===== config.mk =====
export PLATFORM = sky130hd
export DESIGN_NAME = chop_fixed_off
export DESIGN_NICKNAME = d
export VERILOG_FILES = /design/src/rtl/chop_pkg.sv /design/src/rtl/chop_edge_detect.sv /design/src/rtl/chop_offtime.sv /design/src/rtl/chop_blanker.sv /design/src/rtl/chop_fixed_off.sv
export SDC_FILE = /design/constraint.sdc
export NUM_CORES = 1
export LEC_CHECK = 0
export BUFFER_PORTS_ARGS = -buffer_cell sky130_fd_sc_hd__buf_2
export CAP_MARGIN = 20
export CORE_ASPECT_RATIO = 0.8
export CORE_MARGIN = 2
export CORE_UTILIZATION = 51
export CTS_CLUSTER_DIAMETER = 50
export DETAILED_ROUTE_END_ITERATION = 6
export PLACE_DENSITY_LB_ADDON = 0.05
export RECOVER_POWER = 50
export SLEW_MARGIN = 20
export SYNTH_ARGS = -nofsm -noshare
export SYNTH_HDL_FRONTEND = slang
export SYNTH_HIERARCHICAL = 1
export SYNTH_SLANG_ARGS = --single-unit

===== constraint.sdc =====
create_clock -name clk -period 2.5 [get_ports clk]
set_clock_uncertainty 0.1 [all_clocks]
set_input_delay 0.25 -clock clk [delete_from_list [all_inputs] [get_ports clk]]
set_output_delay 0.25 -clock clk [all_outputs]
set_load 0.1 [all_outputs]

===== src/rtl/chop_pkg.sv =====
// Package: shared decay-profile encoding and the fast-portion length lookup.
// Assumes callers supply the tick counts as parameters of their own.
package chop_pkg;

    typedef enum logic [1:0] {
        DECAY_SLOW      = 2'b00,
        DECAY_MIX_SHORT = 2'b01,
        DECAY_MIX_LONG  = 2'b10,
        DECAY_FAST_ALL  = 2'b11
    } decay_sel_e;

    // Number of fast-decay ticks that open the off time for a given profile.
    function automatic int unsigned fast_ticks(input logic [1:0] sel,
                                               input int unsigned short_n,
                                               input int unsigned long_n,
                                               input int unsigned full_n);
        case (decay_sel_e'(sel))
            DECAY_SLOW:      return 0;
            DECAY_MIX_SHORT: return short_n;
            DECAY_MIX_LONG:  return long_n;
            default:         return full_n;
        endcase
    endfunction

endpackage


===== src/rtl/chop_edge_detect.sv =====
// Module: finds the events that reload the blanking window.
// It flags a rising edge of enable, or any phase change while enable is high.
// Assumes enable and phase are already synchronous to clk.
module chop_edge_detect (
    input  logic clk,
    input  logic rst_n,
    input  logic enable,
    input  logic phase,
    output logic restart
);
    logic en_q;
    logic ph_q;

    // Keep the previous enable and phase values for edge comparison.
    always_ff @(posedge clk) begin
        if (!rst_n) begin
            en_q <= 1'b0;
            ph_q <= 1'b0;
        end else begin
            en_q <= enable;
            ph_q <= phase;
        end
    end

    // Reload request: enable turned on, or direction flipped while on.
    always_comb begin
        restart = (enable & ~en_q) | (enable & (phase ^ ph_q));
    end

    AST_RESTART_ON_RISE: assert property (@(posedge clk) disable iff (!rst_n)
        $rose(enable) |-> restart);

    AST_RESTART_ON_PHASE: assert property (@(posedge clk) disable iff (!rst_n)
        (enable && $past(enable) && (phase != $past(phase))) |-> restart);

endmodule


===== src/rtl/chop_offtime.sv =====
// Module: holds the source-enable latch and runs the fixed off-time and
// fast-portion counters. A trip that is not masked opens an off time of
// OFF_TICKS ticks. Its first FAST ticks (chosen by mode) request fast decay.
// Assumes osc_tick is a single-cycle pulse and that trip_mask covers blanking.
module chop_offtime #(
    parameter int unsigned OFF_TICKS   = 96,
    parameter int unsigned FAST_SHORT  = 14,
    parameter int unsigned FAST_LONG   = 46
) (
    input  logic       clk,
    input  logic       rst_n,
    input  logic       osc_tick,
    input  logic       enable,
    input  logic       trip,
    input  logic       trip_mask,
    input  logic [1:0] mode,
    output logic       source_enable,
    output logic       decay_fast,
    output logic       off_done
);
    import chop_pkg::*;

    localparam int unsigned CW = $clog2(OFF_TICKS + 1);

    logic [CW-1:0] off_cnt;
    logic [CW-1:0] fast_cnt;
    logic          src_q;
    logic          accept;
    logic [CW-1:0] fast_load;

    // Trip acceptance and the fast length the current mode asks for.
    always_comb begin
        accept    = enable && src_q && (off_cnt == '0) && trip && !trip_mask;
        fast_load = CW'(fast_ticks(mode, FAST_SHORT, FAST_LONG, OFF_TICKS));
        off_done  = enable && osc_tick && (off_cnt == CW'(1));
    end

    // Latch and counters: idle while disabled, load on trip, count on ticks.
    always_ff @(posedge clk) begin
        if (!rst_n) begin
            off_cnt  <= '0;
            fast_cnt <= '0;
            src_q    <= 1'b1;
        end else if (!enable) begin
            off_cnt  <= '0;
            fast_cnt <= '0;
            src_q    <= 1'b1;
        end else if (accept) begin
            off_cnt  <= CW'(OFF_TICKS);
            fast_cnt <= fast_load;
            src_q    <= 1'b0;
        end else if (osc_tick && (off_cnt != '0)) begin
            off_cnt <= off_cnt - CW'(1);
            if (fast_cnt != '0) begin
                fast_cnt <= fast_cnt - CW'(1);
            end
            if (off_cnt == CW'(1)) begin
                src_q <= 1'b1;
            end
        end
    end

    // Outputs straight from state.
    always_comb begin
        source_enable = src_q;
        decay_fast    = (fast_cnt != '0);
    end

    AST_TRIP_CLEARS: assert property (@(posedge clk) disable iff (!rst_n)
        (enable && src_q && trip && !trip_mask && off_cnt == '0) |=> !source_enable);

    AST_OFF_LOAD: assert property (@(posedge clk) disable iff (!rst_n)
        (enable && src_q && trip && !trip_mask && off_cnt == '0) |=> (off_cnt == CW'(OFF_TICKS)));

    AST_FAST_LOAD: assert property (@(posedge clk) disable iff (!rst_n)
        (enable && src_q && trip && !trip_mask && off_cnt == '0)
        |=> (int'(fast_cnt) == int'(fast_ticks($past(mode), FAST_SHORT, FAST_LONG, OFF_TICKS))));

    AST_FAST_INSIDE_OFF: assert property (@(posedge clk) disable iff (!rst_n)
        decay_fast |-> (!source_enable && off_cnt >= fast_cnt));

    AST_MASK_IGNORES: assert property (@(posedge clk) disable iff (!rst_n)
        (enable && trip_mask && src_q && off_cnt == '0) |=> source_enable);

    AST_IDLE_DISABLED: assert property (@(posedge clk) disable iff (!rst_n)
        !enable |=> (source_enable && !decay_fast));

    AST_HOLD_NO_TICK: assert property (@(posedge clk) disable iff (!rst_n)
        (enable && !osc_tick && off_cnt != '0) |=> $stable(off_cnt));

endmodule


===== src/rtl/chop_blanker.sv =====
// Module: the blanking window counter. It loads at the end of the off time
// or on a restart event and counts down on oscillator ticks.
// Assumes off_done and restart are single-cycle requests.
module chop_blanker #(
    parameter int unsigned BLANK_SHORT = 6,
    parameter int unsigned BLANK_LONG  = 12
) (
    input  logic clk,
    input  logic rst_n,
    input  logic osc_tick,
    input  logic enable,
    input  logic blank_sel,
    input  logic off_done,
    input  logic restart,
    output logic blanking
);
    localparam int unsigned MAXB = (BLANK_LONG > BLANK_SHORT) ? BLANK_LONG : BLANK_SHORT;
    localparam int unsigned BW   = $clog2(MAXB + 1);

    logic [BW-1:0] blank_cnt;
    logic [BW-1:0] blank_len;

    // Window length chosen by the select bit.
    always_comb begin
        blank_len = blank_sel ? BW'(BLANK_LONG) : BW'(BLANK_SHORT);
    end

    // Window counter: cleared while disabled, reloaded on request, ticks down.
    always_ff @(posedge clk) begin
        if (!rst_n) begin
            blank_cnt <= '0;
        end else if (!enable) begin
            blank_cnt <= '0;
        end else if (off_done || restart) begin
            blank_cnt <= blank_len;
        end else if (osc_tick && (blank_cnt != '0)) begin
            blank_cnt <= blank_cnt - BW'(1);
        end
    end

    // Active whenever ticks remain.
    always_comb begin
        blanking = (blank_cnt != '0);
    end

    AST_BLANK_LEN: assert property (@(posedge clk) disable iff (!rst_n)
        (enable && (off_done || restart))
        |=> (blank_cnt == ($past(blank_sel) ? BW'(BLANK_LONG) : BW'(BLANK_SHORT))));

    AST_BLANK_OFF_DISABLED: assert property (@(posedge clk) disable iff (!rst_n)
        !enable |=> !blanking);

    AST_BLANK_HOLD: assert property (@(posedge clk) disable iff (!rst_n)
        (enable && !osc_tick && !off_done && !restart) |=> $stable(blank_cnt));

endmodule


===== src/rtl/chop_fixed_off.sv =====
// Module: top of the fixed off-time chopper. It joins the edge detector, the
// off-time latch/counters and the blanking window. The comparator is masked
// during blanking and on the very edge a blanking restart is requested.
// Assumes all inputs are synchronous to clk.
module chop_fixed_off #(
    parameter int unsigned OFF_TICKS   = 96,
    parameter int unsigned FAST_SHORT  = 14,
    parameter int unsigned FAST_LONG   = 46,
    parameter int unsigned BLANK_SHORT = 6,
    parameter int unsigned BLANK_LONG  = 12
) (
    input  logic       clk,
    input  logic       rst_n,
    input  logic       osc_tick,
    input  logic       trip,
    input  logic [1:0] mode,
    input  logic       blank_sel,
    input  logic       enable,
    input  logic       phase,
    output logic       source_enable,
    output logic       decay_fast,
    output logic       blanking
);
    logic restart;
    logic off_done;
    logic trip_mask;

    // Comparator mask: window active or about to be reloaded.
    always_comb begin
        trip_mask = blanking | restart;
    end

    chop_edge_detect u_edges (
        .clk     (clk),
        .rst_n   (rst_n),
        .enable  (enable),
        .phase   (phase),
        .restart (restart)
    );

    chop_offtime #(
        .OFF_TICKS  (OFF_TICKS),
        .FAST_SHORT (FAST_SHORT),
        .FAST_LONG  (FAST_LONG)
    ) u_off (
        .clk           (clk),
        .rst_n         (rst_n),
        .osc_tick      (osc_tick),
        .enable        (enable),
        .trip          (trip),
        .trip_mask     (trip_mask),
        .mode          (mode),
        .source_enable (source_enable),
        .decay_fast    (decay_fast),
        .off_done      (off_done)
    );

    chop_blanker #(
        .BLANK_SHORT (BLANK_SHORT),
        .BLANK_LONG  (BLANK_LONG)
    ) u_blank (
        .clk       (clk),
        .rst_n     (rst_n),
        .osc_tick  (osc_tick),
        .enable    (enable),
        .blank_sel (blank_sel),
        .off_done  (off_done),
        .restart   (restart),
        .blanking  (blanking)
    );

    AST_RESET_STATE: assert property (@(posedge clk)
        $past(!rst_n) |-> (source_enable && !decay_fast && !blanking));

endmodule


Word-level counts from Yosys, hierarchy flattened

Cells that the tools add are included.

Add/subtract/negate cells: 3
Equality and inequality tests: 3
Mux-type cells: 12
Bitwise gates (word level): 8
Reductions and logical operators: 23

Operators with widths:

| operator            | count |
|---|---|
| $mux 7              | 5 |
| $pmux 7 s3          | 1 |
| $reduce_bool 7->1   | 2 |
| $sub 7x1->7 const B | 2 |
| $mux 4              | 3 |
| $logic_and 1x1->1   | 8 |
| $reduce_bool 2->1   | 4 |
| $eq 7x1->1 const B  | 1 |
| $logic_not 7->1     | 1 |
| $reduce_and 2->1    | 3 |
| $reduce_bool 4->1   | 1 |
| $sub 4x1->4 const B | 1 |
| $mux 1              | 3 |
| $not 1->1           | 3 |
| $reduce_or 3->1     | 1 |
| $and 1x1->1         | 2 |
| $eq 2x1->1 const B  | 1 |
| $eq 2x2->1 const B  | 1 |
| $logic_not 2->1     | 1 |
| $or 1x1->1          | 2 |
| $logic_not 1->1     | 1 |
| $logic_or 1x1->1    | 1 |
| $xor 1x1->1         | 1 |

Flip-flop bits (word level): 21
Output and inout bits: 3

Longest topological paths before layout

Gate-level depths: netlist of run 1.

Word-level depth: 8
Depth in mapped cells: 11
Mapped depth without buffers: 10

Cells and area by module

The synthesis of run 1 kept the hierarchy.

Modules (own cells, without submodules):

| module           | instances | cells an instance | area each (um^2) | sequential area each (um^2) |
|---|---|---|---|---|
| chop_offtime     | 1         | 103               | 850.8            | 300.3 |
| chop_blanker     | 1         | 29                | 259.0            | 80.1 |
| chop_edge_detect | 1         | 6                 | 70.1             | 40.0 |
| chop_fixed_off   | 1         | 1                 | 6.3              | 0.0 |

Worst setup path before layout of run 1

No wires, ideal clock.

Path type: register to register
Start point: register u_blank.blank_cnt[0]
End point: register u_off.fast_cnt[1]
Data arrival time: 2738 ps
Data required time: 2329 ps
Setup slack: -409 ps
Stages on the path, launching flop included: 11
Path buffers: 1
Clock period less this slack: 2909 ps
Path through: dfxtp_1 inv_1 ha_1 nor3b_2 inv_1 or2_1 nand4b_1 or4_1 buf_2 or3_1 o21ai_1

Longest elaborated chain between the ends: 6
Elaborated cells on any way between the ends: 8
Classes of those cells: mux (1); bitwise (1); reduce/logical (6)

RTL lines:

| element                            | RTL line             | source |
|---|---|---|
| start, declared                    | chop_blanker.sv:20   | `logic [BW-1:0] blank_cnt;` |
| start signal, assigned             | chop_blanker.sv:35   | `blank_cnt <= blank_len;` |
| start signal, assigned             | chop_blanker.sv:37   | `blank_cnt <= blank_cnt - BW'(1);` |
| $reduce_bool 4->1 *                | chop_blanker.sv:43   | `blanking = (blank_cnt != '0);` |
| named net blanking                 | chop_fixed_off.sv:22 | `output logic blanking` |
| $or 1x1->1 *                       | chop_fixed_off.sv:30 | `trip_mask = blanking \| restart;` |
| named net trip_mask                | chop_fixed_off.sv:26 | `logic trip_mask;` |
| $logic_not 1->1 *                  | chop_offtime.sv:33   | `accept = enable && src_q && (off_cnt == '0) && trip && !trip_mask;` |
| $logic_and 1x1->1 *                | chop_offtime.sv:33   |  |
| $reduce_bool 2->1 (no source line) | -                    |  |
| $reduce_and 2->1 (no source line)  | -                    |  |
| end signal, assigned               | chop_offtime.sv:50   | `fast_cnt <= fast_load;` |
| end signal, assigned               | chop_offtime.sv:55   | `fast_cnt <= fast_cnt - CW'(1);` |
| end, declared                      | chop_offtime.sv:26   | `logic [CW-1:0] fast_cnt;` |

The timed path passes the listed nets; every way through them passes the cells marked *.
A chain may end at the register's enable or synchronous reset.

Worst setup path in the final report of run 1

Start point: register u_blank.blank_cnt[1]
End point: register u_off.off_cnt[5]

Longest elaborated chain between the ends: 5
Elaborated cells on any way between the ends: 6
Classes of those cells: mux (1); bitwise (1); reduce/logical (4)

RTL lines:

| element                                            | RTL line             | source |
|---|---|---|
| $reduce_bool 4->1 *                                | chop_blanker.sv:43   |  |
| $or 1x1->1 *                                       | chop_fixed_off.sv:30 |  |
| named net trip_mask                                | chop_fixed_off.sv:26 |  |
| $logic_not 1->1 *                                  | chop_offtime.sv:33   |  |
| $logic_and 1x1->1 *                                | chop_offtime.sv:33   |  |
| $mux 7 / $reduce_bool 2->1 (equally long branches) | -                    |  |
| end signal, assigned                               | chop_offtime.sv:49   | `off_cnt <= CW'(OFF_TICKS);` |
| end signal, assigned                               | chop_offtime.sv:53   | `off_cnt <= off_cnt - CW'(1);` |
| end, declared                                      | chop_offtime.sv:25   | `logic [CW-1:0] off_cnt;` |

Marked as above.

==> results_dict.tcl, run 1 <==
set metrics [dict create \
    status "finished, final reports clean" \
    placementRows 15 \
    synth_edf_count 0 \
    postSynthRegisterBits 21 \
    floorplan.core_area_mm2 0.00218 \
    clock_tree.root_cell "clkbuf_4" \
    drt_first_iter_violations 36 \
    final_period_demand_of_the_worst_path_ns 2.38 \
    place_hpwl_um 1780 \
    cp_num_buf_inv 4 \
    fin_setup_tns_ns 0 \
    cts_max_level 1 \
    max_freq_mhz 421 \
    die_y_extent_um 47.1 \
    worstRegToRegCells 12 \
    placed_cell_area_mm2 0.00129 \
    slowest_delay_ns 0.36 \
    drv.max_cap_violation_count 0 \
    clkSinkCount 21 \
    grt_first_pass_wirelength_um 3880 \
    postSynth.asyncResetShare_pct 0 \
    number_of_placed_instances_with_taps_included 177 \
    synthDominantAreaCellType "dfxtp_1" \
    max_ir_drop_vdd_mv 0.430 \
    worst-endpoint-arrival_ns 2.53 \
    viasPerCell 5.57 \
    setup.worst_path.start_class "flop" \
    timing.critical_path.fanout_max 4 \
    final_net_count 175 \
    largest_net_degree_at_the_start_of_global_routing 15 \
    dieWidth_um 57.9 \
    post_synth_main_area_contributors "dfxtp_1 35%, ha_1 6.3%, nor2_1 6.0%" \
    synth.cell_area_mm2 0.00119 \
    gr_usage_total_pct 18.8 \
    fill_cells 196 \
    syn-mean-instance-area_um2 8.53 \
    antenna_cells 0 \
    netlist.area_leader.share_pct 35.4 \
    die_area_mm2 0.00273 \
    start_util_pct 54.5 \
    ys.flop_type "dfxtp_1" \
    routed_wl_um 2500 \
    crit_cells 12 \
    slew_at_the_pin_with_the_worst_max_slew_slack_ns 1.15 \
    final-hold-violation-count 0 \
    setup.worst_path.end "u_off/off_cnt[5]" \
    clock_latency_on_the_worst_skew_pair_ns 0.31 \
    yosysSeqAreaShare_pct 35.4 \
    layoutNonFillerInstCount 184 \
    cts_max_path_buffers 2 \
    timing.critical_path.cells "inv_1 -> ha_4 -> nor3b_4 -> inv_1 -> or2_1 -> nand4b_1 -> buf_4 -> nor4_4 -> buf_4 -> nor2_1 -> mux2_2 -> nor2_1" \
    setup_viol 0 \
    p_per_area_mw_per_mm2 580 \
    min_period_over_period_pct 95.1 \
    worstReg2RegEnd "u_off/off_cnt[5]" \
    final_max_slew_viol_count 0 \
    final_weighted_congestion_in_routability_driven_placement 0.826 \
    clock_tree_from_tritoncts "yes" \
    syn-instance-count 139 \
    tritoncts_buffer_count 3 \
    slew_headroom_pct 23.5 \
    finalPower_w 0.000793 \
    yosysWarningCount 6 \
    hold_class "input port to flop" \
    cp_slowest_cell "dfxtp_2" \
    clk_pin_slew_worst_paths_ns 0.11 \
    post_cts_hold_buffer_count 0 \
    yosys.cell_count.top_type "dfxtp_1" \
    io-pin-count 12 \
    required_ns 2.65 \
    via_count 1024 \
    synthDistinctLibCells 43 \
    synthesis.nets 154 \
    overflow 0 \
    startpoint "u_blank/blank_cnt[1]" \
    antenna_violations_before_repair 0 \
    final_antenna_net_count 0 \
    crit-reg2reg-launch "u_blank/blank_cnt[1]" \
    post-route-drc-count 0 \
    final_area_mm2 0.00137 \
    synth_top_cells_by_count "21 x dfxtp_1, 19 x nor2_1, 11 x nand3_1" \
    drt-wirelength-per-cell_um 13.6 \
    syn_to_final_growth_pct 15.3 \
    final_layout_size_suffix_gt1_share_pct 21.4 \
    worstSetupPathType "flop to flop" \
    cp-end-kind "flop" \
    worst-r2r-setup-slack_ns 0.12 \
    timing.critical_path.max_delay_family "simple AND/OR/NAND/NOR gates" \
    finalCoreUtilization_pct 62.8 \
    leakage_nw 0.552 \
    buffer_ports.inserted 11 \
    firstDrtPassIters 4 \
    first_global_vias 889 \
]
==> layer usage <==
metal	GRT usage, %	routed length (µm)	share of wire [%]	vias up
met2	29.5	1120	45	14
met5	0	0	0	-
met4	4.19	8	0.32	0
met1	26.3	1280	51	473
li1	-	-	-	535
met3	4.96	90	3.6	2
==> cell type report <==
class                           count  area (µm²)  share of cell area, %
Timing Repair Buffer               19         113                   8.23
Multi-Input combinational cell    106         738                   54.0
Sequential cell                    21         425                   31.1
Tap cell                           25        31.3                   2.29
Inverter                            9        33.8                   2.47
Clock buffer                        4        26.3                   1.92
==> worst min-delay path by stage <==
stage                           start           endpoint  slack, ns  depth (start not counted)
floorplan                      enable       u_edges/en_q       0.27                          1
global placement    u_off/fast_cnt[6]  u_off/fast_cnt[6]       0.37                          2
detailed placement  u_off/fast_cnt[6]  u_off/fast_cnt[6]       0.37                          2
CTS                             phase       u_edges/ph_q       0.08                          2
global route                    phase       u_edges/ph_q       0.09                          2
finish                          phase       u_edges/ph_q       0.08                          2
==> kinds of logic (layout without fill, tap and decap cells) <==
| logic type | count (synthesis) | in the layout | synth area share [%] |
|---|---|---|---|
| muxes | 2 | 2 | 1.79 |
| xor gates and xnor gates | 9 | 9 | 6.65 |
| DFF | 21 | 21 | 35.4 |
| buffers and inverters | 12 | 32 | 4.53 |
| and+or+nand+nor | 69 | 69 | 34.2 |
| adders and majority gates | 6 | 6 | 6.33 |
| AOI/OAI and AO/OA | 20 | 20 | 11.1 |
==> what timing repair did <==
item,4_1_cts,5_1_grt
endpoints found under the setup margin,8,12
pin swaps,0,1
resized for setup,2,8
setup buffers,0,3
==> stage by stage <==
stage          setup slack [ns]  hold slack [ns]
2_1_floorplan            -0.409            0.272
3_3_place_gp             0.0645            0.375
3_5_place_dp            -0.0101            0.374
4_1_cts                  0.0363           0.0769
5_1_grt                -0.00841           0.0879
6_report                  0.122           0.0832
==> cell usage in the layout, fill, tap and decap left out, types with 5 or more instances in the layout <==
master / Yosys / final
dfxtp_1: 21 / 19
nand2_1: 9 / 9
inv_1: 9 / 8
xor2_1: 5 / 5
buf_4: 0 / 8
nor2_1: 19 / 19
ha_1: 6 / 5
a21oi_1: 7 / 7
nor3_1: 5 / 5
nand3_1: 11 / 11
buf_2: 1 / 8
==> power breakdown <==
part	total, W	leakage [nW]	internal (W)	switching (W)
logic	0.000258	0.365	0.000104	0.000154
registers	0.000370	0.172	0.000350	0.0000195
clock network	0.000165	0.0150	0.0000623	0.000103
==> registers in the layout (all words and copies together) (netlist names) <==
| register | cells |
|---|---|
| u_off/source_enable | 1 |
| u_off/off_cnt | 7 |
| u_off/fast_cnt | 7 |
| u_blank/blank_cnt | 4 |
| u_edges/en_q | 1 |
| u_edges/ph_q | 1 |
(Power assumes the default switching activity.)
==> run 2: changes to the inputs <==
--- a/config.mk
+++ b/config.mk
@@ -9,11 +9,12 @@
 export CAP_MARGIN = 20
 export CORE_ASPECT_RATIO = 0.8
 export CORE_MARGIN = 2
-export CORE_UTILIZATION = 51
+export CORE_UTILIZATION = 55
 export CTS_CLUSTER_DIAMETER = 50
 export DETAILED_ROUTE_END_ITERATION = 6
 export PLACE_DENSITY_LB_ADDON = 0.05
 export RECOVER_POWER = 50
+export REMOVE_ABC_BUFFERS = 1
 export SLEW_MARGIN = 20
 export SYNTH_ARGS = -nofsm -noshare
 export SYNTH_HDL_FRONTEND = slang
==> constraint.sdc (replaced) <==
create_clock -name clk -period 2.75 [get_ports clk]
set_clock_uncertainty 0.1 [all_clocks]
set_input_delay 0.275 -clock clk [delete_from_list [all_inputs] [get_ports clk]]
set_output_delay 0.275 -clock clk [all_outputs]
set_load 0.1 [all_outputs]
==> run 2 against run 1 <==
Combinational power decreased by 16%. Sequential power is 9.5% lower. Setup slack improved by 0.034 ns. Clock power down 13%. Sequential share of layout area increased by 1.3 points. Flip-flop and latch count unchanged. Worst hold slack improved by 0.036 ns. Core utilization shrank 1.1 points. Power down 12%. Via count shrank 1.8%. Non-clock buffer count decreased by 5. Critical path type unchanged. Largest cell class unchanged.
==> results_dict.tcl, run 2 (synthesis results as in run 1) <==
set metrics [dict create \
    setup_repair_after_global_routing_missed_its_margin "false" \
    floorplan.core_area_mm2 0.00210 \
    placementRows 15 \
    die_area_mm2 0.00255 \
    syn_to_final_growth_pct 9.28 \
    hold_class "input port to flop" \
    worst-endpoint-arrival_ns 2.73 \
    min_period_over_period_pct 94.3 \
    layoutNonFillerInstCount 179 \
    number_of_placed_instances_with_taps_included 175 \
    p_sw_share_pct 34.6 \
    reg_top3 "u_off/fast_cnt: 7 flops, u_off/off_cnt: 7 flops, u_blank/blank_cnt: 4 flops" \
    setup_viol 0 \
    layout.cells.most_common "dfxtp_1" \
    drt-wirelength-per-cell_um 12.7 \
    final_area_mm2 0.00130 \
    first_global_vias 877 \
    worstRegToRegCells 9 \
    post-cts-setup-buffer-count 0 \
    placed_cell_area_mm2 0.00127 \
    combinationalPowerShare_pct 31.1 \
    tritoncts_buffer_count 3 \
    clock_tree.root_cell "clkbuf_4" \
    largest_net_degree_at_the_start_of_global_routing 16 \
    max_ir_drop_vdd_mv 0.324 \
    overflow 0 \
    cell_internal_pwr_w 0.000455 \
    holdPathEnd "u_edges/ph_q" \
    routed_wl_um 2270 \
    via_count 1006 \
    slew_at_the_pin_with_the_worst_max_slew_slack_ns 1.17 \
    post-route-drc-count 0 \
    place_hpwl_um 1770 \
    p_per_area_mw_per_mm2 536 \
    antenna_violations_before_repair 0 \
    dieWidth_um 55.9 \
    drv.max_cap_violation_count 0 \
    timing.critical_path.fanout_max 7 \
    final_antenna_net_count 0 \
    required_ns 2.89 \
    leakage_nw 0.517 \
    final-hold-violation-count 0 \
    highest_count_cells_in_the_layout_ignoring_fill_and_taps "21 x dfxtp_1, 19 x nor2_1, 10 x nand3_1" \
    final_period_demand_of_the_worst_path_ns 2.59 \
    clkSinkCount 21 \
    max_freq_mhz 385 \
    cp-end-kind "flop" \
    hold-path-cell-count 2 \
    final_max_slew_viol_count 0 \
    grt_first_pass_wirelength_um 3910 \
    final_layout_size_suffix_gt1_share_pct 16.2 \
    drt_first_iter_violations 14 \
    final_net_count 170 \
    buffer_ports.inserted 11 \
    status "finished, final reports clean" \
    p_sw_w 0.000240 \
    clock_latency_on_the_worst_skew_pair_ns 0.30 \
    io-pin-count 12 \
    hold_slack_ns 0.119 \
    seq_power_share_pct 48.2 \
    power.clock.fraction_pct 20.6 \
    die_y_extent_um 45.5 \
    antenna_cells 0 \
    hp-start "phase" \
    start_util_pct 56.4 \
    clk_pin_slew_worst_paths_ns 0.11 \
    gr_usage_total_pct 20.1 \
    viasPerCell 5.62 \
    slew_headroom_pct 22.5 \
    cts_max_level 1 \
    clock_tree_from_tritoncts "yes" \
    setup.worst_path.start_class "flop" \
    worst-r2r-setup-slack_ns 0.16 \
    fill_cells 200 \
    worstSetupPathType "flop to flop" \
    firstDrtPassIters 4 \
    cts_max_path_buffers 2 \
    worstReg2RegEnd "u_off/fast_cnt[1]" \
    final_weighted_congestion_in_routability_driven_placement 0.801 \
    crit-reg2reg-launch "u_blank/blank_cnt[0]" \
]
[run 2: cell type report]
class                           count  area (µm²)  area share (%)
Clock buffer                        3        22.5            1.74
Timing Repair Buffer               14        71.3            5.50
Inverter                            9        33.8            2.61
Clock inverter                      1        5.00           0.386
Multi-Input combinational cell    106         712            54.9
Tap cell                           25        31.3            2.41
Sequential cell                    21         420            32.4
[run 2: routing by layer]
layer  wire [µm]  GRT usage [%]
met5           0              0
met4          10           2.86
met3          94           5.97
met2         945           30.7
met1        1220           28.9
[run 2: per-stage QoR]
step / util [%] / worst slack (ns) / TNS [ns] / power [W]
after floorplan: - / -0.149 / -1.15 / 0.000507
after global placement: 60.7 / 0.289 / 0 / 0.000557
after detailed placement: 60.7 / 0.157 / 0 / 0.000559
after CTS: 62.0 / 0.139 / 0 / 0.000703
after global routing: 61.7 / 0.0182 / 0 / 0.000745
final: 61.7 / 0.156 / 0 / 0.000695
[run 2: critical path, cell delays in order, from the launching register on]
cell and delay [ns]:
dfxtp_1 0.36, inv_1 0.09, ha_1 0.21, nor3b_2 0.25, inv_1 0.13, or2_1 0.21
nand4b_1 0.19, or4_1 0.55, or3_1 0.36, o21ai_1 0.08
[run 2: timing repair]
item,4_1_cts,5_1_grt
resized for setup,0,1
hold buffers,0,0
endpoints found under the setup margin,0,2
[run 2: power groups by stage]
stage	clock [W]	sequential [W]	combinational (W)
after floorplan	0	0.000342	0.000165
after global placement	0	0.000341	0.000216
after detailed placement	0	0.000342	0.000217
after CTS	0.000150	0.000335	0.000218
after global routing	0.000167	0.000338	0.000240
final	0.000143	0.000335	0.000216
[run 2: how the worst max path moves through the flow]
stage | startpoint | endpoint | slack, ns | depth (start not counted)
6_report | u_blank/blank_cnt[0] | u_off/fast_cnt[1] | 0.16 | 9
5_1_grt | u_blank/blank_cnt[0] | u_off/fast_cnt[5] | 0.02 | 9
4_1_cts | u_blank/blank_cnt[0] | u_off/fast_cnt[1] | 0.14 | 9
3_5_place_dp | u_blank/blank_cnt[0] | u_off/fast_cnt[1] | 0.16 | 9
3_3_place_gp | u_blank/blank_cnt[0] | u_off/fast_cnt[1] | 0.29 | 9
2_1_floorplan | u_blank/blank_cnt[0] | u_off/fast_cnt[1] | -0.15 | 9
